[src/rtl/keyfed_wdt_pkg.sv]
package keyfed_wdt_pkg;
  localparam int ADDR_W = 4;
  localparam int DATA_W = 32;
  localparam logic [ADDR_W-1:0] OFS_CTRL = 4'h0;
  localparam logic [ADDR_W-1:0] OFS_LOAD = 4'h4;
  localparam logic [ADDR_W-1:0] OFS_KEY  = 4'h8;
  localparam logic [ADDR_W-1:0] OFS_CNT  = 4'hC;
  localparam logic [7:0] KEY_FIRST  = 8'hAA;
  localparam logic [7:0] KEY_SECOND = 8'h55;

  typedef struct packed {
    logic wake;
    logic expired;
    logic rst_on_exp;
    logic enable;
  } ctrl_t;
endpackage

[src/rtl/keyfed_wdt_key.sv]
module keyfed_wdt_key
  import keyfed_wdt_pkg::*;
(
  input  logic       clk,
  input  logic       rst_n,
  input  logic       en_i,
  input  logic       wr_i,
  input  logic       is_key_i,
  input  logic [7:0] data_i,
  output logic       reload_o,
  output logic       fault_o
);
  logic armed_q, armed_d;

  always_comb begin
    armed_d  = armed_q;
    reload_o = 1'b0;
    fault_o  = 1'b0;
    if (wr_i) begin
      if (!is_key_i) begin
        armed_d = 1'b0;
      end else if (en_i) begin
        if (armed_q) begin
          armed_d = 1'b0;
          if (data_i == KEY_SECOND) reload_o = 1'b1;
          else                      fault_o  = 1'b1;
        end else if (data_i == KEY_FIRST) begin
          armed_d = 1'b1;
        end
      end
    end
  end

  always_ff @(posedge clk or negedge rst_n) begin
    if (!rst_n) armed_q <= 1'b0;
    else        armed_q <= armed_d;
  end


  key_excl_chk: assert property (@(posedge clk) disable iff (!rst_n)
    $onehot0({reload_o, fault_o}));
endmodule

[src/rtl/keyfed_wdt_count.sv]
module keyfed_wdt_count #(
  parameter int CNT_W   = 31,
  parameter int PRE_W   = 2,
  parameter int RST_VAL = 255
) (
  input  logic             clk,
  input  logic             rst_n,
  input  logic             reload_i,
  input  logic [CNT_W-1:0] load_val_i,
  output logic [CNT_W-1:0] cnt_o,
  output logic             underflow_o
);
  logic             run_q, run_d;
  logic [PRE_W-1:0] pre_q, pre_d;
  logic [CNT_W-1:0] cnt_q, cnt_d;
  logic             step;

  assign step        = run_q && (pre_q == '1);
  assign underflow_o = step && (cnt_q == '0) && !reload_i;
  assign cnt_o       = cnt_q;

  always_comb begin
    run_d = run_q;
    pre_d = pre_q;
    cnt_d = cnt_q;
    if (reload_i) begin
      run_d = 1'b1;
      pre_d = '0;
      cnt_d = load_val_i;
    end else if (run_q) begin
      pre_d = pre_q + 1'b1;
      if (step) cnt_d = (cnt_q == '0) ? load_val_i : cnt_q - 1'b1;
    end
  end

  always_ff @(posedge clk or negedge rst_n) begin
    if (!rst_n) begin
      run_q <= 1'b0;
      pre_q <= '0;
      cnt_q <= CNT_W'(RST_VAL);
    end else begin
      run_q <= run_d;
      pre_q <= pre_d;
      cnt_q <= cnt_d;
    end
  end


  cnt_step_chk: assert property (@(posedge clk) disable iff (!rst_n)
    (run_q && !reload_i && cnt_q != '0) |=>
      ((cnt_q == $past(cnt_q)) || (cnt_q == $past(cnt_q) - 1'b1)));

  idle_hold_chk: assert property (@(posedge clk) disable iff (!rst_n)
    (!run_q && !reload_i) |=> $stable(cnt_q));
endmodule

[src/rtl/keyfed_wdt_pulse.sv]
module keyfed_wdt_pulse #(
  parameter int LEN = 16
) (
  input  logic clk,
  input  logic rst_n,
  input  logic start_i,
  output logic active_o
);
  localparam int LW = $clog2(LEN + 1);
  logic [LW-1:0] left_q, left_d;

  always_comb begin
    left_d = left_q;
    if (start_i)            left_d = LW'(LEN);
    else if (left_q != '0)  left_d = left_q - 1'b1;
  end

  always_ff @(posedge clk or negedge rst_n) begin
    if (!rst_n) left_q <= '0;
    else        left_q <= left_d;
  end

  assign active_o = (left_q != '0);


  pulse_start_chk: assert property (@(posedge clk) disable iff (!rst_n)
    start_i |=> active_o);

  pulse_quiet_chk: assert property (@(posedge clk) disable iff (!rst_n)
    (!active_o && !start_i) |=> !active_o);
endmodule

[src/rtl/keyfed_wdt.sv]
module keyfed_wdt
  import keyfed_wdt_pkg::*;
#(
  parameter int CNT_W     = 31,
  parameter int PRE_W     = 2,
  parameter int PULSE_LEN = 16,
  parameter int MIN_LOAD  = 255
) (
  input  logic                 clk,
  input  logic                 rst_n,
  input  logic                 bus_we,
  input  logic [ADDR_W-1:0]    bus_addr,
  input  logic [DATA_W-1:0]    bus_wdata,
  output logic [DATA_W-1:0]    bus_rdata,
  output logic                 irq,
  output logic                 sys_rst
);
  localparam logic [CNT_W-1:0] LOAD_FLOOR = CNT_W'(MIN_LOAD);

  ctrl_t            ctrl_q, ctrl_d;
  logic [CNT_W-1:0] load_q, load_d;
  logic [CNT_W-1:0] cnt;
  logic [CNT_W-1:0] wr_load;
  logic [3:0]       ctrl_bits;
  logic             wr_ctrl, wr_load_en, is_key;
  logic             reload, fault, underflow, pulse_go;

  assign is_key     = (bus_addr == OFS_KEY);
  assign wr_ctrl    = bus_we && (bus_addr == OFS_CTRL);
  assign wr_load_en = bus_we && (bus_addr == OFS_LOAD);
  assign wr_load    = bus_wdata[CNT_W-1:0];

  keyfed_wdt_key u_key (
    .clk      (clk),
    .rst_n    (rst_n),
    .en_i     (ctrl_q.enable),
    .wr_i     (bus_we),
    .is_key_i (is_key),
    .data_i   (bus_wdata[7:0]),
    .reload_o (reload),
    .fault_o  (fault)
  );

  keyfed_wdt_count #(.CNT_W(CNT_W), .PRE_W(PRE_W), .RST_VAL(MIN_LOAD)) u_count (
    .clk         (clk),
    .rst_n       (rst_n),
    .reload_i    (reload),
    .load_val_i  (load_q),
    .cnt_o       (cnt),
    .underflow_o (underflow)
  );

  assign pulse_go = (underflow || fault) && ctrl_q.rst_on_exp;

  keyfed_wdt_pulse #(.LEN(PULSE_LEN)) u_pulse (
    .clk      (clk),
    .rst_n    (rst_n),
    .start_i  (pulse_go),
    .active_o (sys_rst)
  );

  always_comb begin
    ctrl_d = ctrl_q;
    if (wr_ctrl) begin
      ctrl_d.enable     = ctrl_q.enable | bus_wdata[0];
      ctrl_d.rst_on_exp = bus_wdata[1];
      if (bus_wdata[2]) ctrl_d.expired = 1'b0;
    end
    if (underflow) begin
      ctrl_d.expired = 1'b1;
      ctrl_d.wake    = 1'b1;
    end
  end

  always_comb begin
    load_d = load_q;
    if (wr_load_en) load_d = (wr_load < LOAD_FLOOR) ? LOAD_FLOOR : wr_load;
  end

  always_ff @(posedge clk or negedge rst_n) begin
    if (!rst_n) begin
      ctrl_q <= '0;
      load_q <= LOAD_FLOOR;
    end else begin
      ctrl_q <= ctrl_d;
      load_q <= load_d;
    end
  end

  assign ctrl_bits = ctrl_q;
  assign irq       = ctrl_q.wake;

  always_comb begin
    unique case (bus_addr)
      OFS_CTRL: bus_rdata = {{(DATA_W-4){1'b0}}, ctrl_bits};
      OFS_LOAD: bus_rdata = DATA_W'(load_q);
      OFS_CNT:  bus_rdata = DATA_W'(cnt);
      default:  bus_rdata = '0;
    endcase
  end


  enable_sticky_chk: assert property (@(posedge clk) disable iff (!rst_n)
    ctrl_q.enable |=> ctrl_q.enable);

  wake_sticky_chk: assert property (@(posedge clk) disable iff (!rst_n)
    ctrl_q.wake |=> ctrl_q.wake);

  load_floor_chk: assert property (@(posedge clk) disable iff (!rst_n)
    load_q >= LOAD_FLOOR);

  expiry_irq_chk: assert property (@(posedge clk) disable iff (!rst_n)
    underflow |=> (irq && ctrl_q.expired));
endmodule

[config.mk]
export PLATFORM = sky130hd
export DESIGN_NAME = keyfed_wdt
export DESIGN_NICKNAME = d
export VERILOG_FILES = /design/src/rtl/keyfed_wdt_pkg.sv /design/src/rtl/keyfed_wdt_key.sv /design/src/rtl/keyfed_wdt_count.sv /design/src/rtl/keyfed_wdt_pulse.sv /design/src/rtl/keyfed_wdt.sv
export SDC_FILE = /design/constraint.sdc
export NUM_CORES = 1
export LEC_CHECK = 0
export ABC_AREA = 1
export BUFFER_PORTS_ARGS = -buffer_cell sky130_fd_sc_hd__buf_2
export CAP_MARGIN = 40
export CORE_MARGIN = 4
export CORE_UTILIZATION = 45
export CTS_CLUSTER_DIAMETER = 100
export DETAILED_ROUTE_END_ITERATION = 10
export MAX_ROUTING_LAYER = met4
export PLACE_DENSITY = 0.66
export SLEW_MARGIN = 15
export SYNTH_ARGS = -nofsm -noshare
export SYNTH_HDL_FRONTEND = slang
export SYNTH_SLANG_ARGS = --single-unit
[constraint.sdc]
create_clock -name clk -period 1.9 [get_ports clk]
set_input_delay 0.19 -clock clk [delete_from_list [all_inputs] [get_ports clk]]
set_output_delay 0.19 -clock clk [all_outputs]
set_load 0.1 [all_outputs]
==> metrics.md, run 1 <==
| Metric | Value |
|---|---|
| Final count of hold timing violations | `0` |
| Syn Inst Count | `just over 700` |
| Slew margin rel. | `0.657` |
| Final setup margin | `0.0565 ns` |
| Seq cells post-synth | `75` |
| Status | `complete, no violations` |
| Tot Pwr | `roughly 5.3 mW` |
| Core area | `about 11000 um2` |
| Syn Nets | `770` |
| Clock slew at reported path FFs | `0.08 ns` |
| Max IR drop VDD | `800 uV` |
| Avg Vias per Cell | `about 5.4` |
| Cell Rows | `37` |
| Crit path kind | `flip-flop to flip-flop` |
| P_leak | `3.34 nW` |
| GRT Overall Usage | `0.257` |
| Initial antenna violation count | `0` |
| Critical path's largest stage delay | `about 0.6 ns` |
| Async S/R FF share, synth | `1.00` |
| Seq/Total Area, Yosys | `0.385` |
| N_diodes | `0` |
| Fraction of layout cells with a size suffix above 1 | `0.243` |
| Final WL | `about 15 mm` |
| Layout Nets | `866` |
| Yosys top cell by area | `dfrtp_1` |
| Clk_lat worst skew | `~0.38 ns` |
| Met2 wire length | `~7.0 mm` |
| Placed instance area | `roughly 6200 um2` |
| Max Clock Freq | `0.542 GHz` |
| DRC | `0` |
| Post-DR wirelength/cell | `about 16 um` |
| First-pass GRT wire length | `between 20 and 25 mm` |
| Top-count cell post-synth | `nand2_1` |
| Dpl ws | `0.0591 ns` |
| Hold Crit Class | `input port to flip-flop` |
| Post-synth EDFFs | `0` |
| Final setup viols | `0` |
| Yosys Warn Count | `0` |
| Ranking of synthesized cells by area | `dfrtp_1, nand2_1, dfstp_2, inv_1, nand3_1` |
| Critical Path RT | `2.17 ns` |
| RD Place Congestion | `roughly 1` |
| Layout filler cell count | `around 930` |
| Max-Cap Viols | `0` |
| Crit. End Element | `flip-flop` |
| PortBufs | `70` |
| DIE AREA | `approximately 13000 um2` |
| Slew Viols, Final | `0` |
| Non-Filler Cell Area, Final | `around 6600 um2` |
| GRT overflow | `0` |
| Ports | `between 70 and 80` |
| Post-layout minimum cycle time | `about 1.8 ns` |
| Crit path arrival time | `between 2 and 2.5 ns` |
| CTS HTree Levels | `3` |
| Largest net degree at the start of global routing | `61` |
| Die W | `113 um` |
| CP Launch Type | `flip-flop` |
| Synth Cell Area | `about 5000 um2` |
| Area Overhead vs Synth | `34.7%` |
| Setup slack, reg-to-reg | `0.06 ns` |
| Top Layer Used | `met4` |
| Synth cell types | `37` |
| Post-synth top cells | `nand2_1, inv_1, nand3_1` |
| Post-layout util | `0.632` |
| Slew @ Worst Pin | `between 0.5 and 0.6 ns` |
| Initial DRT Pass Iterations | `5` |
| Clk buf depth | `2` |
| Final antenna-violating net count | `0` |
| Top delay family on crit path | `simple AND/OR/NAND/NOR gates` |
| Syn avg cell area | `around 6.8 um2` |
| Final Cycle Share | `0.970` |
| CTS tree | `yes` |
| Cells along the critical path | `inv_4 -> ha_4 -> nand2_2 -> nor2_2 -> nand2_2 -> nor2_4 -> nor2_4 -> clkbuf_16 -> nand3_1 -> nand3_1 -> nand2_1` |
| Starting Density | `0.469` |
| Vias in the first global route | `about 5000` |
| DP HPWL | `between 10 and 15 mm` |
| Top cell type's share of synthesized area | `0.300` |
| DR iter-0 viols | `approximately 420` |
| Pwr/cell area | `approximately 800 nW/um2` |
| Critical path's slowest cell | `dfstp_2` |
| Crit path max fanout | `7` |
| Multi-input gate area | `about 2700 um2` |
| Setup Skew | `between 0.008 and 0.009 ns` |
| WP buf/inv | `2` |
| TritonCTS Buffers | `9` |
| Met1 WL | `between 6 and 7 mm` |
| Die Height | `113 um` |
| Synth Flop Type | `dfrtp_1` |
| Root buffer cell | `clkbuf_8` |
| Met3 WL | `between 1 and 1.5 mm` |
| Reg area | `around 1900 um2` |
| Setup TNS | `0 ns` |
| TritonCTS sink count | `75` |
| Vias | `between 5000 and 6000` |
placed cells by master (no fill, tap or decap), drive strengths merged:
cell type / Yosys / routed
dlygate4sd3: 0 / 1
nor4: 1 / 1
conb: 1 / 1
clkinv: 1 / 3
a31o: 1 / 1
buf: 15 / 104
inv: 107 / 109
o22ai: 27 / 27
nand4: 18 / 18
clkbuf: 8 / 13
a21boi: 1 / 1
mux2i: 1 / 1
dfrtp: 59 / 59
nor3: 11 / 11
ha: 5 / 5
a21oi: 17 / 17
dfstp: 16 / 16
xor2: 7 / 7
o221ai: 4 / 4
nand2: 243 / 243
bufinv: 0 / 2
nand3: 65 / 65
nor2: 83 / 83
o21ai: 32 / 32
nand3b: 1 / 1
mux2: 2 / 2
path summary, 6_finish.rpt:
path / from / endpoint / cells after the start
max: u_count.cnt_o[1] / u_count.cnt_o[30] / 11
min: bus_wdata[10] / load_q[10] / 2
max reg2reg: u_count.cnt_o[1] / u_count.cnt_o[30] / 11
min reg2reg: load_q[16] / load_q[16] / 2
max in group asynchronous: rst_n / u_count.cnt_o[7] / 3
min in group asynchronous: rst_n / ctrl_bits[2] / 2
state kept, by name, indices dropped and copies added, names as in the netlist:
signal	count
u_count.cnt_o	31
ctrl_bits	3
u_count.pre_q	2
load_q	31
u_pulse.left_q	5
u_count.run_q	1
u_key.armed_q	1
irq	1
routing by layer:
layer	GRT usage	vias to the layer above
met5	-	-
met3	0.0615	25
met4	0.0849	0
met1	0.342	2410
li1	-	2506
met2	0.385	222
power breakdown:
part | switching [mW] | internal, mW | leakage [nW]
sequential | 0.217 | 1.93 | 0.924
combinational | 1.12 | 0.587 | 2.29
clock | 0.695 | 0.789 | 0.117
logic make-up after synthesis:
group	synth area share
AO/OA/AOI/OAI	0.101
buffers and inverters	0.110
multiplexers	0.00660
other	0.000761
adder cells (fa/ha/maj)	0.0127
XOR/XNOR	0.0124
AND/OR/NAND/NOR	0.372
flip-flops	0.385
what timing repair did:
action                                  4_1_cts  5_1_grt
gates resized for setup                       0       18
hold endpoints to repair                     22        0
hold buffers                                  1        0
endpoints found under the setup margin        0       23
setup buffers                                 0        5
layout make-up:
| cell class | instances | share of cell area |
|---|---|---|
| multi-input cells | 520 | 0.405 |
| clock inverters | 6 | 0.0143 |
| clock buffers | 10 | 0.0207 |
| well taps | 136 | 0.0256 |
| flip-flops and latches | 75 | 0.286 |
| repair buffers | 108 | 0.186 |
| inverters | 108 | 0.0629 |
through the flow:
step | cells | hold slack (ns)
3_3_place_gp | 938 | 0.191
2_1_floorplan | 726 | -0.106
4_1_cts | 955 | 0.0349
3_5_place_dp | 938 | 0.194
6_report | 963 | 0.0535
5_1_grt | 963 | 0.0388
Power figures use the tool's default switching activity.
==> run 2, diff against run 1 <==
Settings changed: CELL_PAD_IN_SITES_DETAIL_PLACEMENT set to 0, CELL_PAD_IN_SITES_GLOBAL_PLACEMENT set to 2, CORE_UTILIZATION 45 to 31, PLACE_DENSITY 0.66 to 0.81, SYNTH_HIERARCHICAL set to 1.
==> run 2 against run 1 <==
Compared with the run above: global-route usage down 6.4 points; clock power up 32%; synthesized cell count up 15%; hold slack worse by 0.00092 ns; routed wire length up 13%; critical path type unchanged; critical endpoint is now u_pulse/left_q[2].
==> metrics.md, run 2 <==
| Metric | Value |
|---|---|
| Ports | `73` |
| Synth cell types | `37` |
| Crit path kind | `flip-flop to flip-flop` |
| Fraction of layout cells with a size suffix above 1 | `0.262` |
| CTS HTree Levels | `3` |
| DP HPWL | `roughly 13 mm` |
| Post-layout minimum cycle time | `between 1.5 and 2 ns` |
| Hold Crit Class | `input port to flip-flop` |
| Ranking of synthesized cells by area | `dfrtp_1, nand2_1, inv_1, dfstp_2, nor2_1` |
| GRT Overall Usage | `0.192` |
| Final WL | `between 15 and 20 mm` |
| Tot Pwr | `about 5.0 mW` |
| Commonest non-fill, non-tap cell in the layout | `nand2_1` |
| N_diodes | `0` |
| Slew Viols, Final | `0` |
| Max-Cap Viols | `0` |
| Critical path's largest stage delay | `0.39 ns` |
| PortBufs | `70` |
| Post-synth EDFFs | `0` |
| Pwr/cell area | `roughly 700 nW/um2` |
| Root buffer cell | `clkbuf_16` |
| Die W | `138 um` |
| Commonest cells after routing, fill and taps aside | `nand2_1, inv_1, nor2_1` |
| Final setup margin | `around 0.096 ns` |
| Layout filler cell count | `approximately 1800` |
| Post-DR wirelength/cell | `between 10 and 15 um` |
| RSZ-0062 raised after global routing | `true` |
| Critical path's slowest cell | `dfrtp_1` |
| Final std cells w/o fill | `between 1000 and 1500` |
| Crit path arrival time | `2.05 ns` |
| Final count of hold timing violations | `0` |
| Status | `complete, no violations` |
| CTS tree | `yes` |
| Core area | `16600 um2` |
| Vias in the first global route | `around 5300` |
| Yosys Warn Count | `6` |
| Crit. End Element | `flip-flop` |
| DIE AREA | `around 19000 um2` |
| Initial antenna violation count | `0` |
| Top-count cell post-synth | `nand2_1` |
| CP Launch Type | `flip-flop` |
| Max IR drop VDD | `about 600 uV` |
| Setup Skew | `~0.008 ns` |
| GRT overflow | `0` |
| P_leak | `~4 nW` |
| Seq cells post-synth | `75` |
| Critical Path RT | `between 2 and 2.5 ns` |
| DR iter-0 viols | `about 260` |
| First-pass GRT wire length | `between 20 and 30 mm` |
| Slew margin rel. | `0.625` |
| Final Cycle Share | `0.950` |
| Avg Vias per Cell | `4.43` |
| Syn Nets | `between 800 and 900` |
| Hold_ws | `0.0526 ns` |
| Seq/Total Area, Yosys | `0.361` |
| Yosys top cell by area | `dfrtp_1` |
| Synth Flop Type | `dfrtp_1` |
| Max Clock Freq | `0.554 GHz` |
| Async S/R FF share, synth | `1.00` |
| Syn avg cell area | `between 6 and 7 um2` |
| Crit path max fanout | `5` |
| Final antenna-violating net count | `0` |
| Clk buf depth | `2` |
| Top delay family on crit path | `simple AND/OR/NAND/NOR gates` |
| Synth Cell Area | `5250 um2` |
| Placed cells | `about 1200` |
| TritonCTS Buffers | `9` |
| Clk_lat worst skew | `~0.35 ns` |
| Clock slew at reported path FFs | `0.07 ns` |
| Vias | `~5300` |
| Slew @ Worst Pin | `roughly 0.56 ns` |
| TritonCTS sink count | `75` |
| Dpl ws | `-0.148 ns` |
| Top cell type's share of synthesized area | `0.281` |
| Cell Rows | `47` |
| DRC | `0` |
| Cells along the critical path | `nor2_2 -> nand2_2 -> nor2_2 -> nand3_2 -> nor4_4 -> buf_4 -> o21a_1 -> inv_2 -> nand3_2 -> inv_1` |
| Final setup viols | `0` |
| Die Height | `around 140 um` |
| Starting Density | `0.317` |
| Post-synth top cells | `nand2_1, inv_1, nor2_1` |
| Syn Inst Count | `roughly 840` |
| WP buf/inv | `3` |
| Initial DRT Pass Iterations | `7` |
| RD Place Congestion | `0.848` |
| Layout Nets | `roughly 1000` |
| Largest net degree at the start of global routing | `34` |
| Area Overhead vs Synth | `40.0%` |
run 2: changes by cell type after synthesis, sizes merged, moves of 7 or more:
cell,change
o22ai,-23
nand2,+104
inv,+37
nand4,-11
nor2,+23
a21oi,-10
nand3,-10
nor3,-7
run 2: power by group:
part	switching (mW)	internal [mW]
clock	0.779	1.17
combinational	0.692	0.370
sequential	0.191	1.82
run 2: area by class of cell:
class	instances	area (um2)	share of cell area
inverters	145	544	0.0740
well taps	220	275	0.0374
clock buffers	9	225	0.0306
clock inverters	7	106	0.0145
flip-flops and latches	75	1900	0.258
multi-input cells	591	2830	0.385
repair buffers	147	1480	0.201
run 2: logic make-up (layout without fill, tap and decap cells):
logic type,after synthesis,after routing,synth area share
AOI/OAI and AO/OA,50,50,0.0543
xor gates and xnor gates,13,13,0.0217
adders and majority gates,4,4,0.00953
buffers and inverters,169,308,0.130
DFF,75,75,0.361
other,1,1,0.000714
and+or+nand+nor,523,523,0.423
run 2: path summary, 6_finish.rpt:
check / depth (start not counted) / to / startpoint / slack (ns)
worst max register to register: 10 / u_pulse/left_q[2] / u_count/cnt_o[22] / 0.1
max in group asynchronous: 3 / u_count/cnt_o[4] / rst_n / 0.84
min in group asynchronous: 2 / u_count/cnt_o[19] / rst_n / 0.38
worst min register to register: 2 / u_count/pre_q[1] / u_count/pre_q[1] / 0.48
worst max-delay path: 10 / u_pulse/left_q[2] / u_count/cnt_o[22] / 0.1
worst min-delay path: 3 / load_q[17] / bus_wdata[17] / 0.05
run 2: worst min-delay path: cells and delay by family:
family        cells  cell delay, ns
simple gates      2            0.10
buf+inv           1            0.09
run 2: what timing repair did:
item	in CTS	in global routing
setup buffers	1	2
resized for setup	12	17
endpoints found under the hold margin	25	0
gates cloned	0	0
pin swaps	9	5
hold buffers	1	0
setup endpoints to repair	5	21
run 2: metal layers:
metal  track usage  up-vias  share of wire
met5             -        -              0
met4        0.0421        0          0.017
met3        0.0335       20          0.037
met2         0.279      101           0.44
met1         0.282     2395           0.51
li1              -     2770              -
run 2: metrics by stage:
stage | cell area [um2] | utilization | TNS (ns)
final | 7350 | 0.443 | 0
after global routing | 7350 | 0.443 | -0.000972
after CTS | 7280 | 0.439 | -0.0503
after detailed placement | 6880 | 0.415 | -2.44
after global placement | 6880 | 0.415 | -0.344
after floorplan | 5310 | - | -7.41
==> run 3, diff against run 2 <==
Settings changed: CORE_ASPECT_RATIO set to 1.1.
==> run 3 against run 2 <==
Compared with the run above: global-route usage decreased by 0.50 points; core utilization down 0.57 points; largest cell class unchanged; largest power group unchanged; non-clock buffer count shrank 3; sequential cell count unchanged.
==> metrics.md, run 3 (synthesis gave the netlist of run 2 again) <==
| Metric | Value |
|---|---|
| Slew Viols, Final | `0` |
| CTS HTree Levels | `3` |
| Layout Nets | `roughly 1000` |
| Clock slew at reported path FFs | `0.06 ns` |
| TritonCTS Buffers | `9` |
| Clk_lat worst skew | `0.34 ns` |
| Post-layout minimum cycle time | `between 1.5 and 2 ns` |
| Slew margin rel. | `0.633` |
| Final antenna-violating net count | `0` |
| RSZ-0062 raised after global routing | `true` |
| Die W | `132 um` |
| P_leak | `3.92 nW` |
| Max IR drop VDD | `approximately 600 uV` |
| Dpl ws | `-0.0715 ns` |
| Crit path arrival time | `between 1.5 and 2 ns` |
| Max Clock Freq | `~0.56 GHz` |
| DIE AREA | `approximately 19000 um2` |
| DP HPWL | `13.0 mm` |
| Area Overhead vs Synth | `37.4%` |
| PortBufs | `70` |
| Critical Path RT | `between 1.5 and 2 ns` |
| Final Cycle Share | `0.943` |
| Commonest cells after routing, fill and taps aside | `nand2_1, inv_1, nor2_1` |
| Initial DRT Pass Iterations | `5` |
| Initial antenna violation count | `0` |
| Critical path's slowest cell | `buf_2` |
| CP Launch Type | `flip-flop` |
| Ports | `73` |
| Core area | `~16000 um2` |
| Max-Cap Viols | `0` |
| Cell Rows | `around 50` |
| Post-DR wirelength/cell | `between 10 and 15 um` |
| Critical path's largest stage delay | `approximately 0.45 ns` |
| Worst hold path cell count | `3` |
| Vias | `5198` |
| Vias in the first global route | `5178` |
| Hold_ws | `just under 0.07 ns` |
| Avg Vias per Cell | `about 4.4` |
| First-pass GRT wire length | `about 27 mm` |
| Setup slack, reg-to-reg | `approximately 0.11 ns` |
| Tot Pwr | `about 4.8 mW` |
| Final setup viols | `0` |
| Clk buf depth | `2` |
| CTS tree | `yes` |
| Commonest non-fill, non-tap cell in the layout | `nand2_1` |
| DR iter-0 viols | `340` |
| Hold Crit Class | `input port to flip-flop` |
| GRT overflow | `0` |
| Cells along the critical path | `inv_1 -> ha_1 -> nand3_2 -> buf_2` |
| Crit path kind | `flip-flop to primary output` |
| Crit path max fanout | `6` |
| CP startpoint | `u_pulse/left_q[0]` |
| Setup Skew | `0.00930 ns` |
| Worst Hold End | `load_q[16]` |
| Hold Crit Start | `bus_wdata[16]` |
| Final count of hold timing violations | `0` |
| Worst R2R End | `u_pulse/left_q[0]` |
| DRC | `0` |
| Final setup margin | `0.108 ns` |
| N_diodes | `0` |
| Status | `complete, no violations` |
| Starting Density | `0.318` |
| Root buffer cell | `clkbuf_16` |
| GRT Overall Usage | `0.187` |
| Largest net degree at the start of global routing | `33` |
| Reg2reg start | `u_count/cnt_o[24]` |
| Die Height | `around 140 um` |
| Slew @ Worst Pin | `around 0.55 ns` |
| Worst reg-to-reg path cell count | `10` |
| TritonCTS sink count | `between 70 and 80` |
| RD Place Congestion | `between 0.8 and 0.9` |
| Post-layout util | `0.438` |
| Pwr/cell area | `around 660 nW/um2` |
| Fraction of layout cells with a size suffix above 1 | `0.248` |
| Final WL | `about 17 mm` |
| Crit. End Element | `primary output` |
## run 3: what timing repair did
action | CTS | global route
buffers inserted | 0 | 3
resized for setup | 4 | 5
endpoints found under the hold margin | 13 | 0
setup endpoints to repair | 3 | 14
pin swaps | 1 | 2
hold buffers | 1 | 0
## run 3: report_power, final
part | internal, mW | total, mW | leakage [nW] | switching (mW)
clock network | 1.03 | 1.76 | 0.142 | 0.732
registers | 1.82 | 2.00 | 0.824 | 0.180
logic | 0.356 | 1.03 | 2.96 | 0.675
total | 3.20 | 4.79 | 3.92 | 1.59
## run 3: worst max-delay path by stage
stage / slack, ns / end / depth (start not counted)
final: 0.11 / sys_rst / 4
after global routing: -0.03 / u_count/cnt_o[25] / 11
after CTS: 0.02 / u_pulse/left_q[0] / 10
after floorplan: -0.52 / bus_rdata[0] / 4
after global placement: -0.01 / u_pulse/left_q[0] / 10
after detailed placement: -0.07 / u_count/cnt_o[28] / 13
## run 3: metrics by stage
stage,cells,cell area [um2],setup TNS (ns)
floorplan,835,5310,-7.41
global placement,1155,6860,-0.0232
detailed placement,1155,6860,-0.250
CTS,1172,7190,0
global route,1175,7220,-0.0545
finish,1175,7220,0
## run 3: layer usage
layer	GRT usage	wire (um)	vias to the layer above
li1	-	-	2775
met4	0.0426	136	0
met3	0.0195	481	11
met5	-	0	-
met1	0.267	8610	2328
met2	0.289	7490	84
## run 3: cell type report
cell class / count / area, um2
fillers: 1720 / 9270
multi-input cells: 591 / 2760
flip-flops and latches: 75 / 1900
repair buffers: 144 / 1460
inverters: 145 / 544
well taps: 204 / 255
clock buffers: 9 / 225
clock inverters: 7 / 76.3
## run 3: critical path: cells and delay by family (launching register included)
| kind | cells | cell delay (ns) |
|---|---|---|
| buf+inv | 2 | 0.53 |
| flops | 1 | 0.34 |
| fa+ha+maj | 1 | 0.24 |
| simple gates | 1 | 0.15 |
